### src/rtl/rgbfmt_pkg.sv
package rgbfmt_pkg;

  localparam int CH_W   = 8;
  localparam int PIX_W  = 3 * CH_W;
  localparam int NSIG   = 3;
  localparam int CTRL_W = 17;

  // control-pin indices inside the per-signal vectors
  localparam int SIG_OE = 0;
  localparam int SIG_VS = 1;
  localparam int SIG_HS = 2;

  typedef struct packed {
    logic [CH_W-1:0] c0;
    logic [CH_W-1:0] c1;
    logic [CH_W-1:0] c2;
  } pix_t;

  typedef enum logic [1:0] {
    ORD_KEEP = 2'd0,
    ORD_SWAP13 = 2'd1,
    ORD_SWAP12 = 2'd2,
    ORD_ROT = 2'd3
  } order_e;

  typedef enum logic [2:0] {
    PK_ZERO = 3'd0,
    PK_565_LO = 3'd1,
    PK_565_SP = 3'd2,
    PK_565_SH = 3'd3,
    PK_666_LO = 3'd4,
    PK_666_SP = 3'd5,
    PK_888 = 3'd6,
    PK_RSVD = 3'd7
  } pack_e;

  // field positions are fixed by the register layout
  typedef struct packed {
    logic            oe_follow;
    order_e          order;
    pack_e           pack;
    logic            clk_inv;
    logic [NSIG-1:0] inv;
    logic [NSIG-1:0] late;
    logic [NSIG-1:0] kill;
    logic            en;
  } ctrl_t;

endpackage

### src/rtl/rgbfmt_regs.sv
module rgbfmt_regs
  import rgbfmt_pkg::*;
#(
  parameter int          ADDR_W   = 4,
  parameter logic [31:0] ID_VALUE = 32'h0064_7069
) (
  input  logic              clk,
  input  logic              rst_n,
  input  logic [ADDR_W-1:0] addr,
  input  logic              wr,
  input  logic [31:0]       wdata,
  output logic [31:0]       rdata,
  output ctrl_t             ctrl
);

  localparam int PAD_W = 32 - CTRL_W;

  logic [CTRL_W-1:0] word_q;
  logic              hit_ctrl;
  logic              unused_wdata;

  assign hit_ctrl     = (addr == '0);
  assign unused_wdata = ^wdata[31:CTRL_W];

  always_ff @(posedge clk or negedge rst_n) begin
    if (!rst_n) begin
      word_q <= '0;
    end else if (wr && hit_ctrl) begin
      word_q <= wdata[CTRL_W-1:0];
    end
  end

  assign ctrl  = ctrl_t'(word_q);
  assign rdata = hit_ctrl ? {{PAD_W{1'b0}}, word_q} : ID_VALUE;

endmodule

### src/rtl/rgbfmt_reorder.sv
module rgbfmt_reorder
  import rgbfmt_pkg::*;
(
  input  pix_t   px_in,
  input  order_e order,
  output pix_t   px_out
);

  always_comb begin
    unique case (order)
      ORD_KEEP:   px_out = px_in;
      ORD_SWAP13: px_out = '{c0: px_in.c2, c1: px_in.c1, c2: px_in.c0};
      ORD_SWAP12: px_out = '{c0: px_in.c1, c1: px_in.c0, c2: px_in.c2};
      ORD_ROT:    px_out = '{c0: px_in.c2, c1: px_in.c0, c2: px_in.c1};
      default:    px_out = px_in;
    endcase
  end

endmodule

### src/rtl/rgbfmt_pack.sv
module rgbfmt_pack
  import rgbfmt_pkg::*;
(
  input  pix_t             px,
  input  pack_e            pack,
  output logic [PIX_W-1:0] bus
);

  logic [4:0] f5, t5;
  logic [5:0] f6, s6, t6;

  assign f5 = px.c0[CH_W-1 -: 5];
  assign t5 = px.c2[CH_W-1 -: 5];
  assign f6 = px.c0[CH_W-1 -: 6];
  assign s6 = px.c1[CH_W-1 -: 6];
  assign t6 = px.c2[CH_W-1 -: 6];

  always_comb begin
    unique case (pack)
      PK_565_LO: bus = {8'b0, f5, s6, t5};
      PK_565_SP: bus = {3'b0, f5, 2'b0, s6, 3'b0, t5};
      PK_565_SH: bus = {2'b0, f5, 3'b0, s6, 2'b0, t5, 1'b0};
      PK_666_LO: bus = {6'b0, f6, s6, t6};
      PK_666_SP: bus = {2'b0, f6, 2'b0, s6, 2'b0, t6};
      PK_888:    bus = {px.c0, px.c1, px.c2};
      default:   bus = '0;
    endcase
  end

endmodule

### src/rtl/rgbfmt_sig.sv
module rgbfmt_sig (
  input  logic clk,
  input  logic rst_n,
  input  logic en,
  input  logic act_in,
  input  logic inv,
  input  logic late,
  input  logic kill,
  output logic pin
);

  logic rise_q;
  logic fall_q;
  logic level;

  always_ff @(posedge clk or negedge rst_n) begin
    if (!rst_n)   rise_q <= 1'b0;
    else if (!en) rise_q <= 1'b0;
    else          rise_q <= act_in;
  end

  always_ff @(negedge clk or negedge rst_n) begin
    if (!rst_n)   fall_q <= 1'b0;
    else if (!en) fall_q <= 1'b0;
    else          fall_q <= rise_q;
  end

  assign level = late ? fall_q : rise_q;

  always_comb begin
    if (!en)       pin = 1'b0;
    else if (kill) pin = inv;
    else           pin = level ^ inv;
  end

endmodule

### src/rtl/rgb_bus_fmt.sv
module rgb_bus_fmt
  import rgbfmt_pkg::*;
#(
  parameter int          ADDR_W   = 4,
  parameter logic [31:0] ID_VALUE = 32'h0064_7069
) (
  input  logic              clk,
  input  logic              rst_n,
  input  logic [ADDR_W-1:0] reg_addr,
  input  logic              reg_wr,
  input  logic [31:0]       reg_wdata,
  output logic [31:0]       reg_rdata,
  input  logic [PIX_W-1:0]  pix_rgb,
  input  logic              pix_hs,
  input  logic              pix_vs,
  input  logic              pix_de,
  output logic              bus_clk,
  output logic [PIX_W-1:0]  bus_data,
  output logic              bus_hs,
  output logic              bus_vs,
  output logic              bus_oe
);

  ctrl_t             ctrl;
  logic [CTRL_W-1:0] ctrl_q;
  pix_t              px_ord;
  logic [PIX_W-1:0]  packed_d;
  logic [PIX_W-1:0]  data_q;
  logic [NSIG-1:0]   sig_in;
  logic [NSIG-1:0]   sig_pin;

  rgbfmt_regs #(.ADDR_W(ADDR_W), .ID_VALUE(ID_VALUE)) u_regs (
    .clk   (clk),
    .rst_n (rst_n),
    .addr  (reg_addr),
    .wr    (reg_wr),
    .wdata (reg_wdata),
    .rdata (reg_rdata),
    .ctrl  (ctrl)
  );

  assign ctrl_q = ctrl;

  rgbfmt_reorder u_reorder (
    .px_in  (pix_t'(pix_rgb)),
    .order  (ctrl.order),
    .px_out (px_ord)
  );

  rgbfmt_pack u_pack (
    .px   (px_ord),
    .pack (ctrl.pack),
    .bus  (packed_d)
  );

  always_ff @(posedge clk or negedge rst_n) begin
    if (!rst_n)        data_q <= '0;
    else if (!ctrl.en) data_q <= '0;
    else               data_q <= packed_d;
  end

  assign bus_data = ctrl.en ? data_q : '0;
  assign bus_clk  = ctrl.en & (clk ^ ctrl.clk_inv);

  assign sig_in[SIG_HS] = pix_hs;
  assign sig_in[SIG_VS] = pix_vs;
  assign sig_in[SIG_OE] = ctrl.oe_follow ? pix_de : 1'b1;

  for (genvar i = 0; i < NSIG; i++) begin : g_sig
    rgbfmt_sig u_sig (
      .clk    (clk),
      .rst_n  (rst_n),
      .en     (ctrl.en),
      .act_in (sig_in[i]),
      .inv    (ctrl.inv[i]),
      .late   (ctrl.late[i]),
      .kill   (ctrl.kill[i]),
      .pin    (sig_pin[i])
    );
  end

  assign bus_hs = sig_pin[SIG_HS];
  assign bus_vs = sig_pin[SIG_VS];
  assign bus_oe = sig_pin[SIG_OE];

endmodule

### config.mk
export PLATFORM = sky130hd
export DESIGN_NAME = rgb_bus_fmt
export DESIGN_NICKNAME = d
export VERILOG_FILES = /design/src/rtl/rgbfmt_pkg.sv /design/src/rtl/rgbfmt_regs.sv /design/src/rtl/rgbfmt_reorder.sv /design/src/rtl/rgbfmt_pack.sv /design/src/rtl/rgbfmt_sig.sv /design/src/rtl/rgb_bus_fmt.sv
export SDC_FILE = /design/constraint.sdc
export NUM_CORES = 1
export LEC_CHECK = 0
export BUFFER_PORTS_ARGS = -buffer_cell sky130_fd_sc_hd__buf_2
export CORE_MARGIN = 1
export CORE_UTILIZATION = 29
export CTS_BUF_LIST = sky130_fd_sc_hd__clkbuf_8
export DETAILED_ROUTE_END_ITERATION = 8
export GPL_TIMING_DRIVEN = 0
export PLACE_DENSITY_LB_ADDON = 0.2
export SYNTH_ARGS = -nofsm -noshare
export SYNTH_HDL_FRONTEND = slang
export SYNTH_SLANG_ARGS = --single-unit
### constraint.sdc
create_clock -name clk -period 2.5 [get_ports clk]
set_clock_uncertainty 0.15 [all_clocks]
set_input_delay 0.5 -clock clk [delete_from_list [all_inputs] [get_ports clk]]
set_output_delay 0.5 -clock clk [all_outputs]
set_load 0.02 [all_outputs]
[Word-level counts from Yosys, hierarchy flattened]
Cells that the tools add are included.
Operators by class
  add/sub/neg operators: 0
  multiply operators: 0
  div/mod/pow operators: 0
  $lt $le $gt $ge: 0
  eq/ne operators: 9
  shift operators: 0
  mux-type cells: 21
  bitwise operators: 5
  reductions and logical operators: 3
Operator list (count)
  case mux 24 bit (6 select lines): 1
  case mux 24 bit (4 select lines): 1
  two-way mux 24 bit: 2
  two-way mux 23 bit: 1
  two-way mux 1 bit: 16
  == test 3 bit, second input constant: 3
  == test 3 x 2 -> 1 bit, second input constant: 2
  == test 2 bit, second input constant: 2
  zero test 4 bit: 1
  XOR 1 bit: 4
  == test 3 x 1 -> 1 bit, second input constant: 1
  == test 2 x 1 -> 1 bit, second input constant: 1
  zero test 2 bit: 1
  AND 1 bit: 1
  logical AND 1 bit: 1
Word-level totals
  flip-flop bits (word level): 47
  bits in latches: 0
  RAM bits: 0
  bits in read-only memories: 0
  input port bits: 66
  output and inout bits: 60
  logic and storage cells: 46
  memories: 0

[Longest topological paths before layout]
Gate-level depths: netlist (run 1).
  word-level depth: 4
  gate-level depth with buffers: 7
  mapped depth without buffers: 4

[Modules after synthesis]
Synthesis (run 1) repeated with hierarchy kept, for this count alone.
Unflattened totals
  cells, all modules: 329
  area, all modules: 3403.3 sq um
By module, submodules not included
  rgb_bus_fmt: instances 1, cells each 80, area each 979.7 sq um, sequential area each 600.6 sq um
  rgbfmt_regs: instances 1, cells each 71, area each 929.6 sq um, sequential area each 425.4 sq um
  rgbfmt_pack: instances 1, cells each 110, area each 818.3 sq um, sequential area each 0.0 sq um
  rgbfmt_reorder: instances 1, cells each 44, area each 401.6 sq um, sequential area each 0.0 sq um
  rgbfmt_sig: instances 3, cells each 8, area each 91.3 sq um, sequential area each 50.0 sq um

==> results of run 1 <==
## final cells by class
cell class / count / area (µm²) / area share
clock inverters: 3 / 46.3 / 0.0112
repair buffers: 102 / 542 / 0.131
inverters: 11 / 41.3 / 0.0100
plain buffers: 36 / 233 / 0.0564
flip-flops and latches: 47 / 1180 / 0.285
multi-input cells: 254 / 1810 / 0.439
clock buffers: 8 / 104 / 0.0252
well taps: 136 / 170 / 0.0412
## sequential cells by signal, summed over array words and instances, names as in the netlist
register,count
g_sig.u_sig.rise_q,3
data_q,24
u_regs.ctrl,17
g_sig.u_sig.fall_q,3
## logic make-up after synthesis
kind of cell | Yosys count | synth area share
mux | 47 | 0.165
xor+xnor | 1 | 0.00278
other cells | 1 | 0.00119
flops | 47 | 0.374
compound gates | 87 | 0.193
buf+inv | 47 | 0.0811
simple gates | 107 | 0.184
## cell usage after synthesis, types with 3 or more instances
cell type | number | area (µm²)
a211oi_1 | 9 | 67.6
a21o_1 | 3 | 22.5
a21oi_1 | 12 | 60.1
a221oi_1 | 5 | 43.8
a22o_1 | 3 | 26.3
a22oi_1 | 5 | 37.5
a2bb2oi_1 | 3 | 26.3
a31o_2 | 3 | 26.3
a31oi_1 | 3 | 18.8
and2_1 | 38 | 238
buf_2 | 6 | 30.0
buf_4 | 15 | 113
clkbuf_1 | 13 | 48.8
dfrtn_1 | 3 | 75.1
dfrtp_1 | 44 | 1100
inv_1 | 9 | 33.8
mux2_2 | 28 | 315
mux2i_1 | 18 | 180
nand2_1 | 14 | 52.6
nand2b_1 | 11 | 68.8
nor2_1 | 26 | 97.6
nor2b_1 | 6 | 37.5
nor3_1 | 4 | 20.0
o21a_1 | 4 | 30.0
o21ai_0 | 15 | 75.1
o22ai_1 | 6 | 37.5
o31ai_1 | 3 | 22.5
or3_1 | 4 | 25.0
## how the worst max path moves through the flow
stage	from	endpoint	slack, ps	cells after the start
finish	g_sig[2].u_sig.fall_q$_DFF_NN0_	bus_hs	-930	4
global route	g_sig[2].u_sig.fall_q$_DFF_NN0_	bus_hs	-970	4
CTS	g_sig[2].u_sig.fall_q$_DFF_NN0_	bus_hs	-950	4
detailed placement	g_sig[2].u_sig.fall_q$_DFF_NN0_	bus_hs	-520	4
global placement	g_sig[1].u_sig.fall_q$_DFF_NN0_	bus_vs	-500	4
floorplan	g_sig[0].u_sig.fall_q$_DFF_NN0_	bus_oe	-370	3
## power breakdown
group / internal [mW] / switching, mW / total, mW
clock: 0.407 / 0.327 / 0.733
combinational: 0.559 / 0.834 / 1.39
sequential: 0.907 / 0.0779 / 0.985
## timing repair
| action | in CTS | in global routing |
|---|---|---|
| setup buffers | 2 | 3 |
| setup endpoints to repair | 44 | 7 |
| gates resized for setup | 16 | 5 |
| pin swaps | 1 | 0 |
## per-stage QoR
stage | TNS, ps | setup slack, ps | hold WS [ps]
floorplan | -1110 | -371 | 54.4
global placement | -4470 | -503 | 298
detailed placement | -5310 | -517 | 317
CTS | -2790 | -946 | 139
global route | -2890 | -972 | 143
finish | -2740 | -931 | 100
## per-layer routing
metal / GRT usage / up-vias / share of wire
met2: 0.281 / 132 / 0.46
met4: 0.0645 / 0 / 0.016
li1: - / 1421 / -
met5: 0 / - / 0
met3: 0.0368 / 11 / 0.073
met1: 0.241 / 1462 / 0.45
## critical path, delay by kind of cell, from the launching register on
family / cells / cell delay, ps
mux: 1 / 90
compound gates: 1 / 140
buf+inv: 1 / 130
simple gates: 1 / 350
flops: 1 / 390
==> key figures, run 1 <==
Outcome
  • Status: finished, violations left
  • Failing checks: setup timing

Logic synthesis
  • Syn_area_per_cell: slightly above 9 µm²
  • Post-synthesis sequential area ratio: 0.374
  • Post-synth EDFFs: 0
  • Synth async-reset ratio: 1.00
  • Number of warnings issued by yosys: 0
  • Synthesized area: 3150 µm²
  • Register bit total from synthesis: between 40 and 50
  • Unique cell type count in the Yosys netlist: 46
  • Synth Flop Type: dfrtp_1
  • Cell count after synthesis: around 340

STA
  • Setup violators final: 3
  • Final hold viol count: 0
  • Worst-margin pin slew: between 1000 and 1500 ps
  • Slew HR: 0.298
  • Fin. max-slew vios: 0
  • Setup ws final: -931 ps
  • RSZ-0062 raised after global routing: yes

Final layout
  • Syn-to-layout area delta: 31.1%
  • Most common cell after layout, fill and taps aside: buf_2
  • # diodes: 0
  • Nets: between 500 and 600
  • Design Area, Final: about 4100 µm²
  • Share of layout cells above drive strength 1: 0.401
  • Filler instances: about 1100
  • Fin util: 0.396
  • Commonest cells after routing, fill and taps aside: buf_2 (100), dfrtp_1 (44), and2_1 (38), mux2_2 (28), nor2_1 (26)
  • Final instance count without filler cells: roughly 600

Worst setup path
  • Worst EP required: between 1500 and 2000 ps
  • Critical path startpoint category: register
  • Slowest CP cell: dfrtn_1
  • Reg2reg path depth: 3
  • Reg2reg end: g_sig[0].u_sig.fall_q$_DFF_NN0_
  • Element type at the critical path end: output pin
  • Reg2reg setup slack: 40 ps
  • Critical path class: reg -> out
  • Worst Path Arrival: ~2800 ps
  • Crit-path cells: mux2i_1 > or3_4 > a21oi_4 > buf_6
  • Max stage delay on crit path: about 390 ps
  • CP max FO: 2
  • Critical R2R Launch: u_regs.ctrl[0]$_DFFE_PN0P_

Placement
  • IO buf count: 98
  • DP Area: ~3900 µm²
  • Post-DP HPWL: about 7600 µm
  • Cells after DPL: ~580
  • GP Congestion: 0.934

Power
  • Overall power: 3.11 mW
  • Leak Pwr: between 1.5 and 2 nW
  • Worst VDD drop: approximately 0.30 mV
  • Pwr dens: ~750 nW/µm²

Routing
  • Post-route ant nets: 0
  • Drt pass-1 iters: 5
  • Remaining DRCs: 0
  • Number of DRC markers in iteration 0: about 240
  • Wirelength, routed: 9960 µm
  • WL per Instance: between 15 and 20 µm
  • Vias/cell: 5.07
  • Total vias in the final route: ~3000

Die
  • Die X: between 100 and 150 µm
  • # IOs: 126
  • Chip height: 106 µm
  • Initial core utilization: 0.302
  • FP Rows: 37
  • Core ar.: between 10000 and 15000 µm²
  • DIE AREA: 11300 µm²

Run
  • MaxCap Viol Count: 0

Clock tree
  • Clk_lat worst skew: between 400 and 500 ps
  • CTS hold repair buffers: 0
  • TritonCTS clock tree: built
  • Clock transition at path regs: about 90 ps

GRT
  • Largest net degree at the start of global routing: 48
  • Vias in the first global route: ~2800
  • Antenna violations before repair: 0
  • Global-route wire length before repair: 15200 µm
  • Total congestion overflow: 0
  • Tot GR Track Use: 0.178

Hold path
  • Worst Hold Class: in -> async
Power figures use the tool's default switching activity.
==> run 2, diff against run 1 <==
Settings changed: MAX_ROUTING_LAYER set to met4.
==> key figures, run 2 (synthesis gave the netlist of run 1 again) <==
Worst setup path
  • Slowest CP cell: dfrtn_1
  • Crit-path cells: mux2i_1 > or3_4 > a21oi_4 > buf_6
  • Reg2reg end: g_sig[2].u_sig.fall_q$_DFF_NN0_
  • Reg2reg path depth: 3 (unchanged)
  • Reg2reg setup slack: -90 ps (-130 ps)
  • Worst Path Arrival: 2780 ps (about the same)
  • Element type at the critical path end: output pin
  • Worst Setup SP: g_sig[2].u_sig.fall_q$_DFF_NN0_
  • Worst EP required: 1850 ps (about the same)
  • Critical R2R Launch: u_regs.ctrl[0]$_DFFE_PN0P_
  • Critical path startpoint category: register
  • Max stage delay on crit path: 390 ps (about the same)
  • Critical path class: reg -> out
  • CP max FO: 2 (unchanged)
  • Setup crit end: bus_hs

Final layout
  • Syn-to-layout area delta: 29.9%
  • Share of layout cells above drive strength 1: 0.400 (-0.000864)
  • Most flops, register: data_q
  • Most common cell after layout, fill and taps aside: buf_2
  • Commonest cells after routing, fill and taps aside: buf_2 (100), dfrtp_1 (44), and2_1 (38), mux2_2 (28), nor2_1 (26)
  • Nets: 522 (-0.76%)
  • Max reg flops: 24 (unchanged)
  • Design Area, Final: 4090 µm² (-0.91%)
  • # diodes: 0 (unchanged)

GRT
  • Met2 Use GR: 0.278 (-0.00232)
  • Met1 Use GR: 0.246 (+0.00555)
  • Antenna violations before repair: 0 (unchanged)
  • Tot GR Track Use: 0.185 (+0.00666)
  • M3 GR Usage: 0.0337 (-0.00307)
  • Total congestion overflow: 0 (unchanged)
  • Vias in the first global route: 2890 (+2.0%)
  • GRT Max-Usage Layer: met2
  • Global-route wire length before repair: 15300 µm (+0.36%)
  • Largest net degree at the start of global routing: 48 (unchanged)

Placement
  • Post-DP HPWL: 7510 µm (-1.1%)
  • GP Congestion: 0.948 (+1.6%)
  • Pre-CTS setup slack: -515 ps (+2.70 ps)
  • DP Area: 3880 µm² (unchanged)
  • IO buf count: 98 (unchanged)

Clock tree
  • Clk_lat worst skew: 420 ps (about the same)
  • CTS hold repair buffers: 0 (unchanged)
  • Clock transition at path regs: 90 ps (about the same)
  • TritonCTS clock tree: built

Routing
  • Number of DRC markers in iteration 0: 252 (+6.8%)
  • Drt pass-1 iters: 5 (unchanged)
  • Remaining DRCs: 0 (unchanged)
  • Total vias in the final route: 3030 (+0.13%)
  • WL per Instance: 16.8 µm (+0.46%)
  • Post-route ant nets: 0 (unchanged)
  • Vias/cell: 5.11 (+0.81%)
  • Wirelength, routed: 9940 µm (-0.21%)

Hold path
  • Worst Hold Class: in -> async

STA
  • Slew HR: 0.300 (+0.00220)
  • Final hold viol count: 0 (unchanged)
  • Worst-margin pin slew: 1050 ps (-3.30 ps)
  • RSZ-0062 raised after global routing: yes
  • Fin. max-slew vios: 0 (unchanged)
  • Setup violators final: 6 (+3)
  • Setup ws final: -934 ps (-2.52 ps)

Power
  • Pwr dens: 755 nW/µm² (+0.11%)
  • Leak Pwr: 1.97 nW (-0.84%)
  • Worst VDD drop: 0.246 mV (-19%)
  • Overall power: 3.09 mW (-0.81%)

Die
  • FP Rows: 37 (unchanged)
  • Core ar.: 10400 µm² (unchanged)
  • Initial core utilization: 0.302 (unchanged)
  • Chip height: 106 µm (unchanged)
  • Die X: 106 µm (unchanged)
  • # IOs: 126 (unchanged)
  • DIE AREA: 11300 µm² (unchanged)

Outcome
  • Failing checks: setup timing
  • Status: finished, violations left

Run
  • MaxCap Viol Count: 0 (unchanged)
==> run 2: cell types whose count changed in the layout (fill, tap and decap cells not counted) <==
cell      change
buf_4         -4
clkbuf_2      +3
clkbuf_1      -2
buf_8         -1
==> run 2: timing repair <==
action,4_1_cts,5_1_grt
setup endpoints to repair,44,25
gates resized for setup,13,9
buffers inserted,1,0
pin swaps,1,0
gates cloned,0,0
==> run 2: layout make-up <==
class,count,area [µm²]
clock buffers,8,104
well taps,136,170
repair buffers,98,512
inverters,11,41.3
plain buffers,36,225
clock inverters,3,46.3
fillers,1111,6330
flip-flops and latches,47,1180
multi-input cells,254,1810
==> run 2: layer usage <==
metal / share of wire / vias up
met3: 0.060 / 19
li1: - / 1420
met2: 0.45 / 135
met1: 0.46 / 1456
met5: 0 / -
met4: 0.021 / 0
==> run 2: worst min path at each step <==
stage,from,endpoint,slack [ps],cells past startpoint
after global placement,u_regs.ctrl[16]$_DFFE_PN0P_,g_sig[0].u_sig.rise_q$_DFF_PN0_,300,1
after CTS,pix_vs,g_sig[1].u_sig.rise_q$_DFF_PN0_,140,2
final,rst_n,data_q[8]$_DFF_PN0_,100,1
after detailed placement,u_regs.ctrl[16]$_DFFE_PN0P_,g_sig[0].u_sig.rise_q$_DFF_PN0_,310,1
after global routing,pix_hs,g_sig[2].u_sig.rise_q$_DFF_PN0_,140,2
after floorplan,rst_n,data_q[0]$_DFF_PN0_,50,0
==> run 2: power by group <==
part           switching [mW]  internal (mW)  total (mW)
Clock                   0.334          0.407       0.742
Combinational           0.824          0.536        1.36
Sequential             0.0785          0.907       0.985
==> run 2: critical path: cells and delay by family, from the launching register on <==
family                 cells  cell delay, ps
buffers and inverters      1             140
AOI/OAI and AO/OA          1             140
muxes                      1              80
DFF                        1             390
and+or+nand+nor            1             340
==> run 2: per-stage QoR <==
step | setup TNS, ps | util | hold WS [ps] | cells
global route | -3390 | 0.392 | 137 | 593
detailed placement | -5210 | 0.373 | 308 | 582
CTS | -3110 | 0.391 | 135 | 593
floorplan | -1110 | - | 54.4 | 348
finish | -3020 | 0.392 | 97.8 | 593
global placement | -4360 | 0.373 | 295 | 582
==> run 3, diff against run 2 <==
Settings changed: ABC_AREA set to 1, SKIP_LAST_GASP set to 1.
==> key figures, run 3 <==
Outcome
  • Status: finished, violations left
  • Failing checks: setup timing

GRT
  • Antenna violations before repair: 0 (unchanged)
  • Largest net degree at the start of global routing: 48 (unchanged)
  • Total congestion overflow: 0 (unchanged)
  • Global-route wire length before repair: 16600 µm (+9.0%)
  • Tot GR Track Use: 0.203 (+0.0175)
  • Vias in the first global route: 3216 (+11%)

Routing
  • Vias/cell: 4.47 (-12%)
  • Drt pass-1 iters: 5 (unchanged)
  • WL per Instance: 14.1 µm (-16%)
  • Total vias in the final route: 3341 (+10%)
  • Number of DRC markers in iteration 0: 222 (-12%)
  • Post-route ant nets: 0 (unchanged)
  • Wirelength, routed: 10600 µm (+6.3%)
  • Remaining DRCs: 0 (unchanged)

Logic synthesis
  • Compound-gate portion of the synthesized area: 0.0692 (-0.124)
  • Largest family of logic cells by synthesized area: simple AND/OR/NAND/NOR gates
  • Syn_area_per_cell: 6.27 µm² (-33%)
  • Synth async-reset ratio: 1.00 (unchanged)
  • Area contributors post-synth: dfrtp_1 (36%), nand2_1 (20%), inv_1 (10%), nor2_1 (7.2%), nand3_1 (6.8%)
  • Post-synth EDFFs: 0 (unchanged)
  • Post-synthesis sequential area ratio: 0.380 (+0.00650)
  • Number of warnings issued by yosys: 0 (unchanged)
  • Synth Area in Simple Gates: 0.378 (+0.195)
  • Post-synth top area share: 0.356 (+0.00609)
  • Register bit total from synthesis: 47 (unchanged)
  • Cell taking the most area after synthesis: dfrtp_1
  • Synthesized-area fraction occupied by adder cells: 0 (unchanged)
  • Unique cell type count in the Yosys netlist: 25 (-46%)
  • Synth top cells by count: nand2_1 (166), inv_1 (83), nor2_1 (59)
  • Most frequent cell after synthesis: nand2_1
  • Synthesized area: 3090 µm² (-1.7%)
  • Xor and xnor area share after synthesis: 0.00283 (+0.0000484)
  • Synth Flop Type: dfrtp_1
  • Mux cell area share after synthesis: 0 (-0.165)
  • Cell count after synthesis: 493 (+46%)

STA
  • Slew HR: 0.281 (-0.0195)
  • Worst-margin pin slew: 1080 ps (+29.3 ps)
  • Setup TNS: -2050 ps (+966 ps)
  • RSZ-0062 raised after global routing: yes
  • Worst hold slack: 106 ps (+8.26 ps)
  • Setup ws final: -700 ps (+234 ps)
  • Final hold viol count: 0 (unchanged)
  • Fin. max-slew vios: 0 (unchanged)
  • Setup violators final: 3 (-3)

Worst setup path
  • Worst Path Arrival: 2550 ps (-230 ps)
  • Worst EP required: 1850 ps (about the same)
  • Element type at the critical path end: output pin
  • Reg2reg path depth: 4 (+1)
  • Critical path startpoint category: register
  • CP max FO: 2 (unchanged)
  • Reg2reg end: g_sig[1].u_sig.fall_q$_DFF_NN0_
  • Critical path class: reg -> out
  • Reg2reg setup slack: 100 ps (+190 ps)
  • Critical R2R Launch: u_regs.ctrl[0]$_DFFE_PN0P_

Final layout
  • Nets: 676 (+30%)
  • Filler instances: 1159 (+4.3%)
  • Most flops, register: data_q
  • Commonest cells after routing, fill and taps aside: nand2_1 (166), buf_2 (103), inv_1 (83), nor2_1 (59), dfrtp_1 (44)
  • Max reg flops: 24 (unchanged)
  • Share of layout cells above drive strength 1: 0.245 (-0.155)
  • Syn-to-layout area delta: 28.7%
  • Most common cell after layout, fill and taps aside: nand2_1
  • # diodes: 0 (unchanged)

Placement
  • IO buf count: 98 (unchanged)
  • Post-DP HPWL: 8030 µm (+7.0%)
  • Pre-CTS setup slack: -287 ps (+228 ps)
  • GP Congestion: 0.901 (-5.0%)

Die
  • Initial core utilization: 0.300 (-0.00250)
  • FP Rows: 37 (unchanged)
  • Core ar.: 10300 µm² (-0.89%)
  • # IOs: 126 (unchanged)
  • Chip height: 105 µm (-0.84%)
  • DIE AREA: 11100 µm² (-1.7%)
  • Die X: 105 µm (-0.84%)

Run
  • MaxCap Viol Count: 0 (unchanged)

Power
  • Overall power: 3.09 mW (about the same)
  • Worst VDD drop: 0.395 mV (+60%)
  • Pwr dens: 776 nW/µm² (+2.7%)
  • Leak Pwr: 2.53 nW (+28%)

Clock tree
  • CTS hold repair buffers: 0 (unchanged)
  • TritonCTS clock tree: built
  • Clock transition at path regs: 120 ps (+30 ps)
  • Clk_lat worst skew: 430 ps (about the same)

Hold path
  • Worst Hold Class: in -> async
==> run 3: cell types whose count changed after synthesis, moves of 10 or more <==
cell      delta
nand2_1    +152
inv_1       +74
nand3_1     +41
and2_1      -36
nor2_1      +33
mux2_2      -28
mux2i_1     -18
a21oi_1     +11
nand2b_1    -11
nand4_1     +10
==> run 3: cell families after synthesis <==
kind of cell | after synthesis
flip-flops | 47
other | 1
buffers and inverters | 118
AO/OA/AOI/OAI | 41
AND/OR/NAND/NOR | 285
XOR/XNOR | 1
==> run 3: worst max path at each step <==
| stage | slack (ps) | endpoint | startpoint | depth (start not counted) |
|---|---|---|---|---|
| 6_report | -700 | bus_vs | g_sig[1].u_sig.fall_q$_DFF_NN0_ | 4 |
| 5_1_grt | -750 | bus_vs | g_sig[1].u_sig.fall_q$_DFF_NN0_ | 4 |
| 4_1_cts | -700 | bus_vs | g_sig[1].u_sig.fall_q$_DFF_NN0_ | 4 |
| 3_5_place_dp | -290 | g_sig[2].u_sig.fall_q$_DFF_NN0_ | rst_n | 1 |
| 3_3_place_gp | -280 | g_sig[0].u_sig.fall_q$_DFF_NN0_ | rst_n | 1 |
| 2_1_floorplan | -160 | bus_hs | g_sig[2].u_sig.fall_q$_DFF_NN0_ | 3 |
==> run 3: through the flow <==
stage / util / area, µm² / cells
finish: 0.386 / 3980 / 747
global route: 0.386 / 3980 / 747
CTS: 0.386 / 3980 / 747
detailed placement: 0.370 / 3820 / 738
global placement: 0.370 / 3820 / 738
floorplan: - / 3160 / 504
==> run 3: power by group <==
part | switching (mW) | total (mW) | internal [mW]
registers | 0.0757 | 1.00 | 0.927
logic | 0.882 | 1.28 | 0.396
clock network | 0.363 | 0.807 | 0.444
total | 1.32 | 3.09 | 1.77
==> run 3: worst max-delay path, cell delays in order, from the launching register on <==
cell     delay, ps
dfrtn_1        350
o21ai_2        160
o21ai_1         90
a21oi_2        120
buf_4          150
==> run 3: layout make-up <==
cell class              count  area, µm²  share of cell area
plain buffers              30        191              0.0481
clock buffers               9        118              0.0295
clock inverters             2       38.8             0.00974
inverters                  87        327              0.0820
multi-input cells         339       1470               0.369
flip-flops and latches     47       1180               0.295
well taps                 136        170              0.0427
repair buffers             97        493               0.124
==> run 3: per-layer routing <==
metal,vias to the layer above,global-route usage,wire (µm)
met3,10,0.0414,483
met1,1521,0.258,4950
met2,108,0.327,5000
met5,-,-,0
li1,1702,-,-
met4,0,0.0563,138
==> run 3: what timing repair did <==
action / CTS / global route
resized for setup: 5 / 3
hold endpoints to repair: 0 / 0
endpoints found under the setup margin: 9 / 18
buffers inserted: 0 / 0
